==> src/rtl/pwm_pair_ctl.sv <==
module pwm_pair_ctl #(
  parameter int W       = 8,
  parameter int PRE_DIV = 4
) (
  input  logic         clk,
  input  logic         rst_n,
  input  logic         wr_en,
  input  logic [2:0]   addr,
  input  logic [W-1:0] wdata,
  output logic [W-1:0] rdata,
  output logic         pwm_hi,
  output logic         pwm_lo,
  output logic         dt_en,
  output logic         dt_src,
  output logic         pin_en,
  output logic         irq
);
  localparam int DW = (PRE_DIV > 2) ? $clog2(PRE_DIV) : 1;
  localparam logic [DW-1:0] DIV_LAST = DW'(PRE_DIV - 1);

  logic [7:0]   ctrl_q;
  logic [W-1:0] per_q  [2];
  logic [W-1:0] duty_q [2];
  logic [W-1:0] cnt_q  [2];
  logic [DW-1:0] div_q [2];
  logic [1:0]   run, pre, tick, wrap, pwm;
  logic         wr_ctrl, sel_pwm;

  assign run     = {ctrl_q[4], ctrl_q[6]};
  assign pre     = {ctrl_q[1], ctrl_q[0]};
  assign wr_ctrl = wr_en && addr == 3'd0;

  always_comb begin
    for (int g = 0; g < 2; g++) begin
      tick[g] = run[g] && (!pre[g] || div_q[g] == DIV_LAST);
      wrap[g] = tick[g] && cnt_q[g] == per_q[g];
      pwm[g]  = run[g] && cnt_q[g] < duty_q[g];
    end
  end

  always_ff @(posedge clk or negedge rst_n) begin
    if (!rst_n) begin
      ctrl_q <= '0;
      for (int g = 0; g < 2; g++) begin
        per_q[g]  <= '1;
        duty_q[g] <= '0;
        cnt_q[g]  <= '0;
        div_q[g]  <= '0;
      end
    end else begin
      for (int g = 0; g < 2; g++) begin
        if (!run[g]) begin
          cnt_q[g] <= '0;
          div_q[g] <= '0;
        end else begin
          div_q[g] <= (div_q[g] == DIV_LAST) ? '0 : div_q[g] + 1'b1;
          if (tick[g]) cnt_q[g] <= wrap[g] ? '0 : cnt_q[g] + 1'b1;
        end
      end
      ctrl_q[7] <= wrap[0] | (ctrl_q[7] & ~(wr_ctrl & ~wdata[7]));
      ctrl_q[5] <= wrap[1] | (ctrl_q[5] & ~(wr_ctrl & ~wdata[5]));
      if (wr_ctrl) begin
        ctrl_q[6]   <= wdata[6];
        ctrl_q[4:0] <= wdata[4:0];
      end
      if (wr_en) begin
        case (addr)
          3'd1: per_q[0]  <= wdata;
          3'd2: duty_q[0] <= wdata;
          3'd3: per_q[1]  <= wdata;
          3'd4: duty_q[1] <= wdata;
          default: ;
        endcase
      end
    end
  end

  always_comb begin
    case (addr)
      3'd0:    rdata = W'(ctrl_q);
      3'd1:    rdata = per_q[0];
      3'd2:    rdata = duty_q[0];
      3'd3:    rdata = per_q[1];
      3'd4:    rdata = duty_q[1];
      default: rdata = '0;
    endcase
  end

  assign sel_pwm = ctrl_q[3] ? pwm[1] : pwm[0];
  assign pwm_hi  = ctrl_q[2] ? sel_pwm : pwm[0];
  assign pwm_lo  = ctrl_q[2] ? ~sel_pwm : pwm[1];
  assign dt_en   = ctrl_q[2];
  assign dt_src  = sel_pwm;
  assign pin_en  = |run;
  assign irq     = ctrl_q[7] | ctrl_q[5];
endmodule

==> config.mk <==
export PLATFORM = sky130hd
export DESIGN_NAME = pwm_pair_ctl
export DESIGN_NICKNAME = d
export VERILOG_FILES = /design/src/rtl/pwm_pair_ctl.sv
export SDC_FILE = /design/constraint.sdc
export NUM_CORES = 1
export LEC_CHECK = 0
export BUFFER_PORTS_ARGS = -buffer_cell sky130_fd_sc_hd__buf_2
export CAP_MARGIN = 20
export CORE_MARGIN = 5
export CORE_UTILIZATION = 30
export CTS_BUF_LIST = sky130_fd_sc_hd__clkbuf_16
export DETAILED_ROUTE_END_ITERATION = 6
export GPL_TIMING_DRIVEN = 0
export PLACE_DENSITY_LB_ADDON = 0.12
export SYNTH_ARGS = -nofsm -noshare
export SYNTH_HDL_FRONTEND = slang
export SYNTH_SLANG_ARGS = --single-unit
==> constraint.sdc <==
create_clock -name clk -period 2.5 [get_ports clk]
set_input_delay 0.25 -clock clk [delete_from_list [all_inputs] [get_ports clk]]
set_output_delay 0.25 -clock clk [all_outputs]
set_load 0.03 [all_outputs]
# After elaboration in Yosys (flattened, before gate mapping)

Cells that the tools add are included.

$add $sub $neg: 4
$mul: 0
Divide/modulo/power cells: 0
Magnitude comparators: 2
Equal/unequal tests: 10
Shift operators: 0
Multiplexer cells: 14
Bitwise gates (word level): 12
Reduce and logical (&&, ||, !) cells: 17

Operator list:

| operator              | count |
|---|---|
| $mux W8               | 6 |
| $pmux W8 S5           | 1 |
| $add A8 B1 Y8 const B | 2 |
| $eq A8 B8 Y1          | 2 |
| $lt A8 B8 Y1          | 2 |
| $mux W2               | 4 |
| $reduce_and A2 Y1     | 4 |
| $logic_and A1 B1 Y1   | 7 |
| $eq A3 B2 Y1 const B  | 2 |
| $not A1 Y1            | 5 |
| $add A2 B1 Y2 const B | 2 |
| $and A1 B1 Y1         | 4 |
| $eq A2 B2 Y1 const B  | 2 |
| $ne A2 B1 Y1 const B  | 2 |
| $eq A3 B1 Y1 const B  | 1 |
| $eq A3 B3 Y1 const B  | 1 |
| $logic_not A3 Y1      | 1 |
| $mux W1               | 3 |
| $or A1 B1 Y1          | 3 |
| $logic_not A1 Y1      | 2 |
| $logic_or A1 B1 Y1    | 2 |
| $reduce_or A2 Y1      | 1 |

Bits in registers: 60
Bits in latches: 0
Bits in writable memories: 0
Bits in read-only memories: 0
Bits of input ports: 14
Output and inout bits: 14
Logic and storage cells: 69
Memories kept: 0

# Depth between registers and ports, before layout

Gate-level depths: netlist of run 1.

Depth in word-level cells: 7
Depth in mapped cells: 7
Depth with buffers taken out: 6

# Worst setup path after synthesis of run 1

No wires, ideal clock.

Path kind: register to output
Start point: register cnt_q[3] (netlist bit)
End point: output pwm_lo
Arrival: 2120 ps
Data required time: 2250 ps
Setup slack: 130 ps
Stages on the path, launching flop included: 6
Buffers on the path: 0
Cells stage by stage: dfrtp_1 > ha_1 > o211ai_1 > o21ai_1 > a211oi_1 > nor4bb_1

Longest elaborated chain between the ends: 5

Ends and longest elaborated chain:

| what                             | RTL line | RTL |
|---|---|---|
| start: declaration               | 24       | `logic [W-1:0] cnt_q [2];` |
| start signal: indexed assignment | 57       | `if (tick[g]) cnt_q[g] <= wrap[g] ? '0 : cnt_q[g] + 1'b1;` |
| $lt A8 B8 Y1 *                   | 37       | `pwm[g] = run[g] && cnt_q[g] < duty_q[g];` |
| $logic_and A1 B1 Y1 *            | 37       |  |
| $mux W1                          | 89       | `assign sel_pwm = ctrl_q[3] ? pwm[1] : pwm[0];` |
| $not A1 Y1                       | 91       | `assign pwm_lo = ctrl_q[2] ? ~sel_pwm : pwm[1];` |
| $mux W1 *                        | 91       |  |
| end: declaration                 | 12       | `output logic pwm_lo,` |

Mark *: on every way between the ends. The rest lies on a longest branch, timed or not.

# Worst setup path in the final report of run 1

Start point: register cnt_q[3] (netlist bit)
End point: output pwm_hi

Longest elaborated chain between the ends: 4

Ends and longest elaborated chain:

| what                | RTL line | RTL |
|---|---|---|
| $lt A8 B8 Y1        | 37       |  |
| $logic_and A1 B1 Y1 | 37       |  |
| $mux W1             | 89       |  |
| $mux W1             | 90       | `assign pwm_hi = ctrl_q[2] ? sel_pwm : pwm[0];` |
| end: declaration    | 11       | `output logic pwm_hi,` |

No other way between the ends.

==> run_results.csv, run 1 <==
group,metric,value,unit
run_status,status,"complete, but fails checks",
run_status,failed_checks,"hold timing",
floorplanning,start_util,0.306,
setup_path,endpoint_kind,"primary output",
finish,antenna_cells,0,
synthesis,ys.flop_type,"dfrtp_1",
floorplanning,ios,28,
clock_tree,clockBufferDepth,2,
finish,fin_nets,429,
clock_tree,clock_latency,0.33,ns
global_routing,grt_start_max_net_pins,61,
pwr,ir_drop,0.000355,V
timing,period_share,0.955,
setup_path,required,2.25,ns
clock_tree,postCtsSetupBuffers,0,
setup_path,r2r-start,"per_q[4]$_DFFE_PN1P_",
setup_path,path_cells,"ha_1 > a211oi_1 > o21ai_2 > a211oi_1 > a21o_1 > buf_2",
detailed_routing,ant_nets,0,
synthesis,synth_top_cell_area_share,0.314,
floorplanning,placementRows,39,
detailed_routing,route.detailed.drc,0,
synthesis,synth_cell_types,43,
clock_tree,path_clk_slew,0.05,ns
finish,syn2layout_area_growth,16.9,%
setup_path,endpoint,"pwm_hi",
floorplanning,coreArea,0.0115,mm2
timing,hold_slack,-0.00112,ns
finish,final_cell_mix,"nand2_1, dfrtp_1, buf_2",
setup_path,timing.rr.end,"cnt_q[6]$_DFFE_PN0P_",
finish,drive_gt1_frac,0.241,
detailed_routing,vias,2842,
place,pre_cts_ws,0.219,ns
timing,tns,0,ns
synthesis,syn-num-nets,392,
synthesis,async_reset_ff_frac,1.00,
setup_path,arrival,2.14,ns
synthesis,yosys_register_bits,60,
min_path,hp-class,"in2async",
setup_path,r2r_cells,4,
synthesis,synth_area_leaders,"dfrtp_1, dfstp_2, mux2_2",
floorplanning,die_w,118,um
setup_path,startpoint_type,"flop",
synthesis,synth-edff-count,0,
finish,final_common_cell,"nand2_1",
synthesis,yosysSeqAreaShare,0.433,
synthesis,netlist_instances,360,
pwr,p_leak,1.73,nW
global_routing,grt_pass1_wl,15.7,mm
setup_path,max_stage_delay,0.46,ns
setup_path,startpoint,"cnt_q[3]$_DFFE_PN0P_",
place,place_congestion,0.794,
global_routing,antenna_found_initial,0,
timing,hold_viol,2,
synthesis,synth_area_leader_cell,"dfrtp_1",
global_routing,grt_pass1_vias,2724,
timing,relSlewSlack,0.465,
clock_tree,root_buffer,"clkbuf_16",
synthesis,synth_area,0.00351,mm2
clock_tree,numCtsBuffers,9,
timing,finalSetupViolCount,0,
timing,rsz0062_at_grt,"false",
setup_path,path_max_fanout,7,
global_routing,grt_usage,0.145,
setup_path,crit_top_cell,"a211oi_1",
global_routing,grt_overflow_total,0,
timing,final_max_slew_viol_count,0,
setup_path,path_class,"reg2out",
detailed_routing,routedWlPerCell,18.2,um
detailed_routing,drt-pass1-iter-count,5,
place,port_buffers,26,
floorplanning,die_h,118,um
clock_tree,tritoncts,"yes",
synthesis,synth.avg_cell_area,9.76,um2
timing,min_period,2.39,ns
synthesis,ys_warn_count,0,
setup_path,r2r_slack,0.60,ns
setup_path,crit_slowest_cell,"dfrtp_1",
floorplanning,die_area,0.0140,mm2
timing,finalClockSkew,0.00582,ns
clock_tree,clock_sinks,60,
timing,setup_slack,0.111,ns
detailed_routing,via_per_inst,5.21,
clock_tree,htreeDepth,3,
pwr,power.density,835,mW/mm2
run,maxCapViolations,0,
timing,fmax,419,MHz
place,dp_hpwl,7.25,mm
detailed_routing,drt_wl_total,9.94,mm
detailed_routing,drt_iter0_markers,172,
timing,worst_pin_slew,0.802,ns
clock_tree,hold_buffers,0,
## synth_stat cells, types with 10 or more instances
cell	number
o21ai_1	17
mux2_2	23
o2111ai_1	10
inv_1	25
ha_1	18
dfstp_2	16
nor2b_1	10
nand2_1	48
o21ai_0	22
dfrtp_1	44
a22oi_1	14
nand3_1	13
xnor2_1	20
## area by class of cell
cell class                      instances  area (um2)
Fill cell                            1192        7360
Buffer                                 16        80.1
Sequential cell                        60        1520
Clock inverter                          7        28.8
Multi-Input combinational cell        259        1840
Tap cell                              143         179
Clock buffer                            9         225
Timing Repair Buffer                   26         135
Inverter                               25        93.8
## state kept, by name (all words and copies together), names as in the netlist
name	count
div_q	4
duty_q	16
cnt_q	16
ctrl_q	8
per_q	16
## through the flow
stage	utilization	std cells	instance area, um2	hold slack (ns)	power, W
finish	0.358	545	4100	-0.00112	0.00343
detailed placement	0.333	529	3820	0.390	0.00235
global placement	0.333	529	3820	0.422	0.00234
floorplan	-	360	3510	-0.0456	0.00203
CTS	0.356	545	4090	0.0359	0.00346
global route	0.358	545	4100	0.0620	0.00364
## report_power, final
part | internal (W) | switching, W | total [W] | leakage [nW]
clock | 0.000647 | 0.000421 | 0.00107 | 0.142
combinational | 0.000388 | 0.000564 | 0.000951 | 0.856
sequential | 0.00121 | 0.000196 | 0.00141 | 0.733
## worst min path at each step
stage                       start                   end  slack (ns)  depth (start not counted)
3_5_place_dp                rst_n  cnt_q[0]$_DFFE_PN0P_        0.39                          1
5_1_grt                     rst_n  cnt_q[0]$_DFFE_PN0P_        0.06                          1
6_report                    rst_n  cnt_q[0]$_DFFE_PN0P_      -0.001                          1
2_1_floorplan               rst_n  cnt_q[0]$_DFFE_PN0P_       -0.05                          0
3_3_place_gp   div_q[2]$_DFF_PN0_    div_q[2]$_DFF_PN0_        0.42                          1
4_1_cts                     rst_n  cnt_q[0]$_DFFE_PN0P_        0.04                          1
## worst max-delay path, delay by kind of cell, from the launching register on
| kind | cells | cell delay, ns |
|---|---|---|
| fa+ha+maj | 1 | 0.32 |
| buf+inv | 1 | 0.19 |
| flops | 1 | 0.46 |
| compound gates | 4 | 0.84 |
## logic make-up (layout without fill, tap and decap cells)
kind of cell	Yosys count	after routing	share of synthesized area
simple gates	107	107	0.155
flops	60	60	0.433
fa+ha+maj	18	18	0.0641
xor+xnor	20	20	0.0499
mux	25	25	0.0834
compound gates	89	89	0.165
buf+inv	41	83	0.0495
## what timing repair did
action,4_1_cts,5_1_grt
endpoints found under the setup margin,1,3
pin swaps,0,2
hold endpoints to repair,0,0
cloned,0,0
resized for setup,6,5
## metal layers
layer	GRT usage	up-vias	share of wire
met2	0.201	85	0.43
met3	0.0339	13	0.043
li1	-	1366	-
met4	0.0566	0	0.018
met5	0	-	0
met1	0.216	1378	0.51
Note: power is estimated with default switching activity, not from simulation.
==> run 2: changes to the inputs <==
- GPL_TIMING_DRIVEN: 0 -> 1
==> run_results.csv, run 2 (synthesis gave the netlist of run 1 again) <==
group,metric,value,unit
clock_tree,clock_sinks,60,
detailed_routing,routedWlPerCell,17.6,um
global_routing,grt_pass1_wl,15.3,mm
detailed_routing,vias,2720,
timing,tns,0,ns
clock_tree,root_buffer,"clkbuf_16",
min_path,hold_start,"wdata[1]",
place,place_congestion,0.775,
global_routing,grt_start_max_net_pins,25,
min_path,hp-class,"in2reg",
place,port_buffers,27,
pwr,p_leak,1.73,nW
clock_tree,path_clk_slew,0.05,ns
setup_path,required,2.25,ns
clock_tree,clock_latency,0.32,ns
finish,final_cell_mix,"nand2_1, dfrtp_1, inv_1",
timing,worst_pin_slew,0.600,ns
pwr,ir_drop,0.000307,V
floorplanning,die_w,118,um
global_routing,grt_usage,0.138,
finish,area.sequential,0.00152,mm2
detailed_routing,drt_iter0_markers,101,
global_routing,grt_pass1_vias,2674,
run_status,status,"finished clean",
finish,syn2layout_area_growth,17.1,%
detailed_routing,drt-pass1-iter-count,4,
finish,fin_nets,425,
clock_tree,htreeDepth,3,
detailed_routing,route.detailed.drc,0,
timing,rsz0062_at_grt,"false",
timing,min_period,2.40,ns
clock_tree,clockBufferDepth,2,
floorplanning,placementRows,39,
detailed_routing,via_per_inst,5.03,
global_routing,grt_overflow_total,0,
floorplanning,start_util,0.306,
setup_path,arrival,2.15,ns
detailed_routing,ant_nets,0,
clock_tree,tritoncts,"yes",
setup_path,endpoint_kind,"primary output",
detailed_routing,drt_wl_total,9.54,mm
timing,finalSetupViolCount,0,
setup_path,path_class,"reg2out",
timing,relSlewSlack,0.600,
floorplanning,die_area,0.0140,mm2
timing,hold_viol,0,
setup_path,path_max_fanout,7,
place,dp_hpwl,7.33,mm
setup_path,startpoint,"cnt_q[12]$_DFFE_PN0P_",
global_routing,antenna_found_initial,0,
floorplanning,ios,28,
place,placed_cell_area,0.00382,mm2
floorplanning,coreArea,0.0115,mm2
finish,antenna_cells,0,
pwr,power.density,833,mW/mm2
finish,design_area,0.00411,mm2
run,maxCapViolations,0,
finish,multi_input_area,0.00184,mm2
floorplanning,die_h,118,um
setup_path,startpoint_type,"flop",
finish,fill_cells,1178,
finish,final_common_cell,"nand2_1",
clock_tree,numCtsBuffers,9,
timing,fmax,416,MHz
finish,drive_gt1_frac,0.249,
finish,reg_top3,"cnt_q: 16 flops, duty_q: 16 flops, per_q: 16 flops",
timing,final_max_slew_viol_count,0,
timing,finalClockSkew,0.00758,ns
timing,period_share,0.962,
setup_path,r2r-start,"per_q[10]$_DFFE_PN1P_",
[run 2: worst paths after layout]
check,end,slack [ns],cells after the start
setup / recovery,pwm_lo,0.1,6
hold / removal,duty_q[1]$_DFFE_PN0P_,0.22,3
setup reg to reg,cnt_q[14]$_DFFE_PN0P_,0.71,4
hold reg to reg,div_q[2]$_DFF_PN0_,0.43,1
max in group asynchronous,per_q[7]$_DFFE_PN1P_,1.24,3
min in group asynchronous,cnt_q[1]$_DFFE_PN0P_,0.46,2
[run 2: per-layer routing]
| layer | part of all wire | up-vias | global-route usage | routed length, um |
|---|---|---|---|---|
| met5 | 0 | - | 0 | 0 |
| met2 | 0.43 | 50 | 0.200 | 4080 |
| met4 | 0.010 | 0 | 0.0366 | 97 |
| li1 | - | 1358 | - | - |
| met1 | 0.53 | 1304 | 0.208 | 5070 |
| met3 | 0.031 | 8 | 0.0296 | 293 |
[run 2: metrics by stage]
stage	util	hold slack (ns)	setup WS, ns	total power (W)	instances
global placement	0.333	0.297	0.151	0.00235	524
CTS	0.358	0.206	0.0242	0.00346	541
finish	0.359	0.216	0.0955	0.00343	541
detailed placement	0.333	0.290	0.176	0.00236	524
floorplan	-	-0.0456	0.130	0.00203	360
global route	0.359	0.228	0.0184	0.00365	541
[run 2: area by class of cell]
class | count | share of cell area
well taps | 143 | 0.0435
clock inverters | 7 | 0.00730
flip-flops and latches | 60 | 0.370
multi-input cells | 259 | 0.448
repair buffers | 38 | 0.0541
inverters | 25 | 0.0228
clock buffers | 9 | 0.0547
[run 2: critical path, cell delays in order, from the launching register on]
cell	delay, ns
dfrtp_1	0.45
ha_1	0.31
o2111a_1	0.28
a2111oi_2	0.41
buf_4	0.18
nor4bb_2	0.04
buf_4	0.18
[run 2: power breakdown]
part | internal [W] | switching (W)
registers | 0.00121 | 0.000192
clock network | 0.000649 | 0.000412
logic | 0.000404 | 0.000559
total | 0.00226 | 0.00116
[run 2: repair_timing]
action	in CTS	in global routing
setup endpoints to repair	1	2
gates cloned	0	0
setup buffers	0	0
hold endpoints to repair	21	0
hold buffers	1	0
resized for setup	6	4
pin swaps	0	1
==> run 3: changes to the inputs <==
- BUFFER_PORTS_ARGS: -buffer_cell sky130_fd_sc_hd__buf_2 -> -buffer_cell sky130_fd_sc_hd__clkbuf_2
- CORE_ASPECT_RATIO: not set -> 0.9
- clock period: 2.5 -> 2.74 ns (I/O delays scaled with it)
==> run_results.csv, run 3 (synthesis gave the netlist of run 1 again) <==
group,metric,value,unit
detailed_routing,via_per_inst,5.00,
timing,relSlewSlack,0.460,
clock_tree,postCtsSetupBuffers,0,
detailed_routing,route.met3.wl,421,um
timing,finalClockSkew,0.00600,ns
place,place_congestion,0.770,
floorplanning,die_area,0.0140,mm2
timing,final_max_slew_viol_count,0,
pwr,seq_power_share,0.412,
pwr,switchingPower,0.00105,W
setup_path,arrival,2.32,ns
setup_path,path_class,"reg2out",
clock_tree,hold_buffers,0,
detailed_routing,route.detailed.drc,0,
pwr,p_int,0.00204,W
timing,period_share,0.945,
finish,design_area,0.00405,mm2
detailed_routing,drt-pass1-iter-count,4,
finish,final_core_util,0.355,
clock_tree,root_buffer,"clkbuf_16",
clock_tree,cts_resized,0,
place,placed_cell_area,0.00380,mm2
finish,multi_input_area,0.00182,mm2
detailed_routing,met1Wirelength,5.08,mm
floorplanning,ios,28,
global_routing,grt_pass1_vias,2704,
setup_path,path_cells,"ha_1 > a211oi_1 > o21ai_0 > a2111oi_1 > nor4bb_1 > clkbuf_2",
global_routing,grt_overflow_total,0,
pwr,combPwrFrac,0.277,
timing,fmax,386,MHz
finish,antenna_cells,0,
setup_path,max_stage_delay,0.52,ns
clock_tree,htreeDepth,3,
setup_path,path_buf_inv,1,
finish,fin_nets,419,
floorplanning,die_h,113,um
clock_tree,tritoncts,"yes",
setup_path,cp_top_family,"compound AO/OA/AOI/OAI gates",
detailed_routing,ant_nets,0,
run_status,status,"finished clean",
clock_tree,path_clk_slew,0.05,ns
detailed_routing,routed.top_layer,"met4",
clock_tree,clockBufferDepth,2,
floorplanning,die_w,124,um
timing,finalSetupViolCount,0,
pwr,ir_drop,0.000330,V
setup_path,required,2.47,ns
floorplanning,placementRows,37,
finish,reg_top3,"cnt_q: 16 flops, duty_q: 16 flops, per_q: 16 flops",
clock_tree,clock_sinks,60,
global_routing,antenna_found_initial,0,
finish,fill_cells,1201,
timing,hold_slack,0.116,ns
pwr,p_clk_frac,0.311,
floorplanning,start_util,0.307,
detailed_routing,routedWlPerCell,17.3,um
detailed_routing,drt_wl_total,9.50,mm
detailed_routing,drt_iter0_markers,120,
pwr,power.density,762,mW/mm2
pwr,p_leak,1.69,nW
finish,final_common_cell,"nand2_1",
global_routing,grt_pass1_wl,15.3,mm
floorplanning,coreArea,0.0114,mm2
finish,syn2layout_area_growth,15.4,%
finish,final_cell_mix,"nand2_1, dfrtp_1, inv_1, clkbuf_2, mux2_2",
setup_path,startpoint_type,"flop",
timing,min_period,2.59,ns
clock_tree,clock_latency,0.32,ns
setup_path,endpoint_kind,"primary output",
detailed_routing,vias,2742,
clock_tree,numCtsBuffers,9,
setup_path,crit_slowest_cell,"a2111oi_1",
global_routing,grt_start_max_net_pins,61,
timing,rsz0062_at_grt,"false",
setup_path,path_max_fanout,7,
place,dp_hpwl,7.11,mm
global_routing,grt_usage,0.146,
timing,tns,0,ns
finish,drive_gt1_frac,0.222,
detailed_routing,dr_wl_met2,3.86,mm
min_path,hp-class,"in2async",
timing,worst_pin_slew,0.810,ns
timing,hold_viol,0,
pwr,p_sw_frac,0.341,
run,maxCapViolations,0,
place,port_buffers,27,
finish,area.sequential,0.00152,mm2
[run 3: cell types whose count changed in the layout (fill, tap and decap cells not counted), sizes merged]
cell	delta
inv	-1
dlygate4sd3	-1
clkbuf	+27
clkinv	+1
buf	-32
[run 3: stage by stage]
stage               worst slack, ns  power (W)  instances
floorplan                     0.346    0.00185        360
global placement              0.378    0.00214        532
detailed placement            0.399    0.00215        532
CTS                          0.0392    0.00314        548
global route                 0.0371    0.00328        548
finish                        0.150    0.00309        548
[run 3: path summary, 6_finish.rpt]
path / endpoint / from / cells after the start / slack (ns)
setup / recovery: pwm_lo / cnt_q[11]$_DFFE_PN0P_ / 6 / 0.15
hold / removal: cnt_q[2]$_DFFE_PN0P_ / rst_n / 2 / 0.12
setup reg to reg: cnt_q[3]$_DFFE_PN0P_ / per_q[3]$_DFFE_PN1P_ / 4 / 0.83
hold reg to reg: div_q[2]$_DFF_PN0_ / div_q[2]$_DFF_PN0_ / 1 / 0.44
max in group asynchronous: duty_q[12]$_DFFE_PN0P_ / rst_n / 2 / 2.08
min in group clk: duty_q[2]$_DFFE_PN0P_ / wdata[2] / 3 / 0.25
[run 3: worst register-to-register path: cells and delay by family (launching register included)]
kind | cells | cell delay (ns)
AOI/OAI and AO/OA | 2 | 0.69
and+or+nand+nor | 1 | 0.38
DFF | 1 | 0.56
xor gates and xnor gates | 1 | 0.14
[run 3: power groups by stage]
stage	Sequential, W	Combinational (W)	Clock, W
floorplan	0.00123	0.000623	0
global placement	0.00129	0.000850	0
detailed placement	0.00129	0.000856	0
CTS	0.00128	0.000861	0.00100
global route	0.00130	0.000952	0.00103
finish	0.00127	0.000855	0.000961
[run 3: cell type report]
cell class	instances	share of cell area
multi-input combinational	259	0.448
sequential	60	0.375
clock buffer	9	0.0556
tap	156	0.0481
timing repair buffer	32	0.0426
inverter	25	0.0231
clock inverter	7	0.00679
[run 3: per-layer routing]
| metal | GRT usage | vias up |
|---|---|---|
| li1 | - | 1349 |
| met1 | 0.222 | 1323 |
| met2 | 0.198 | 57 |
| met3 | 0.0398 | 13 |
| met4 | 0.0438 | 0 |
| met5 | 0 | - |
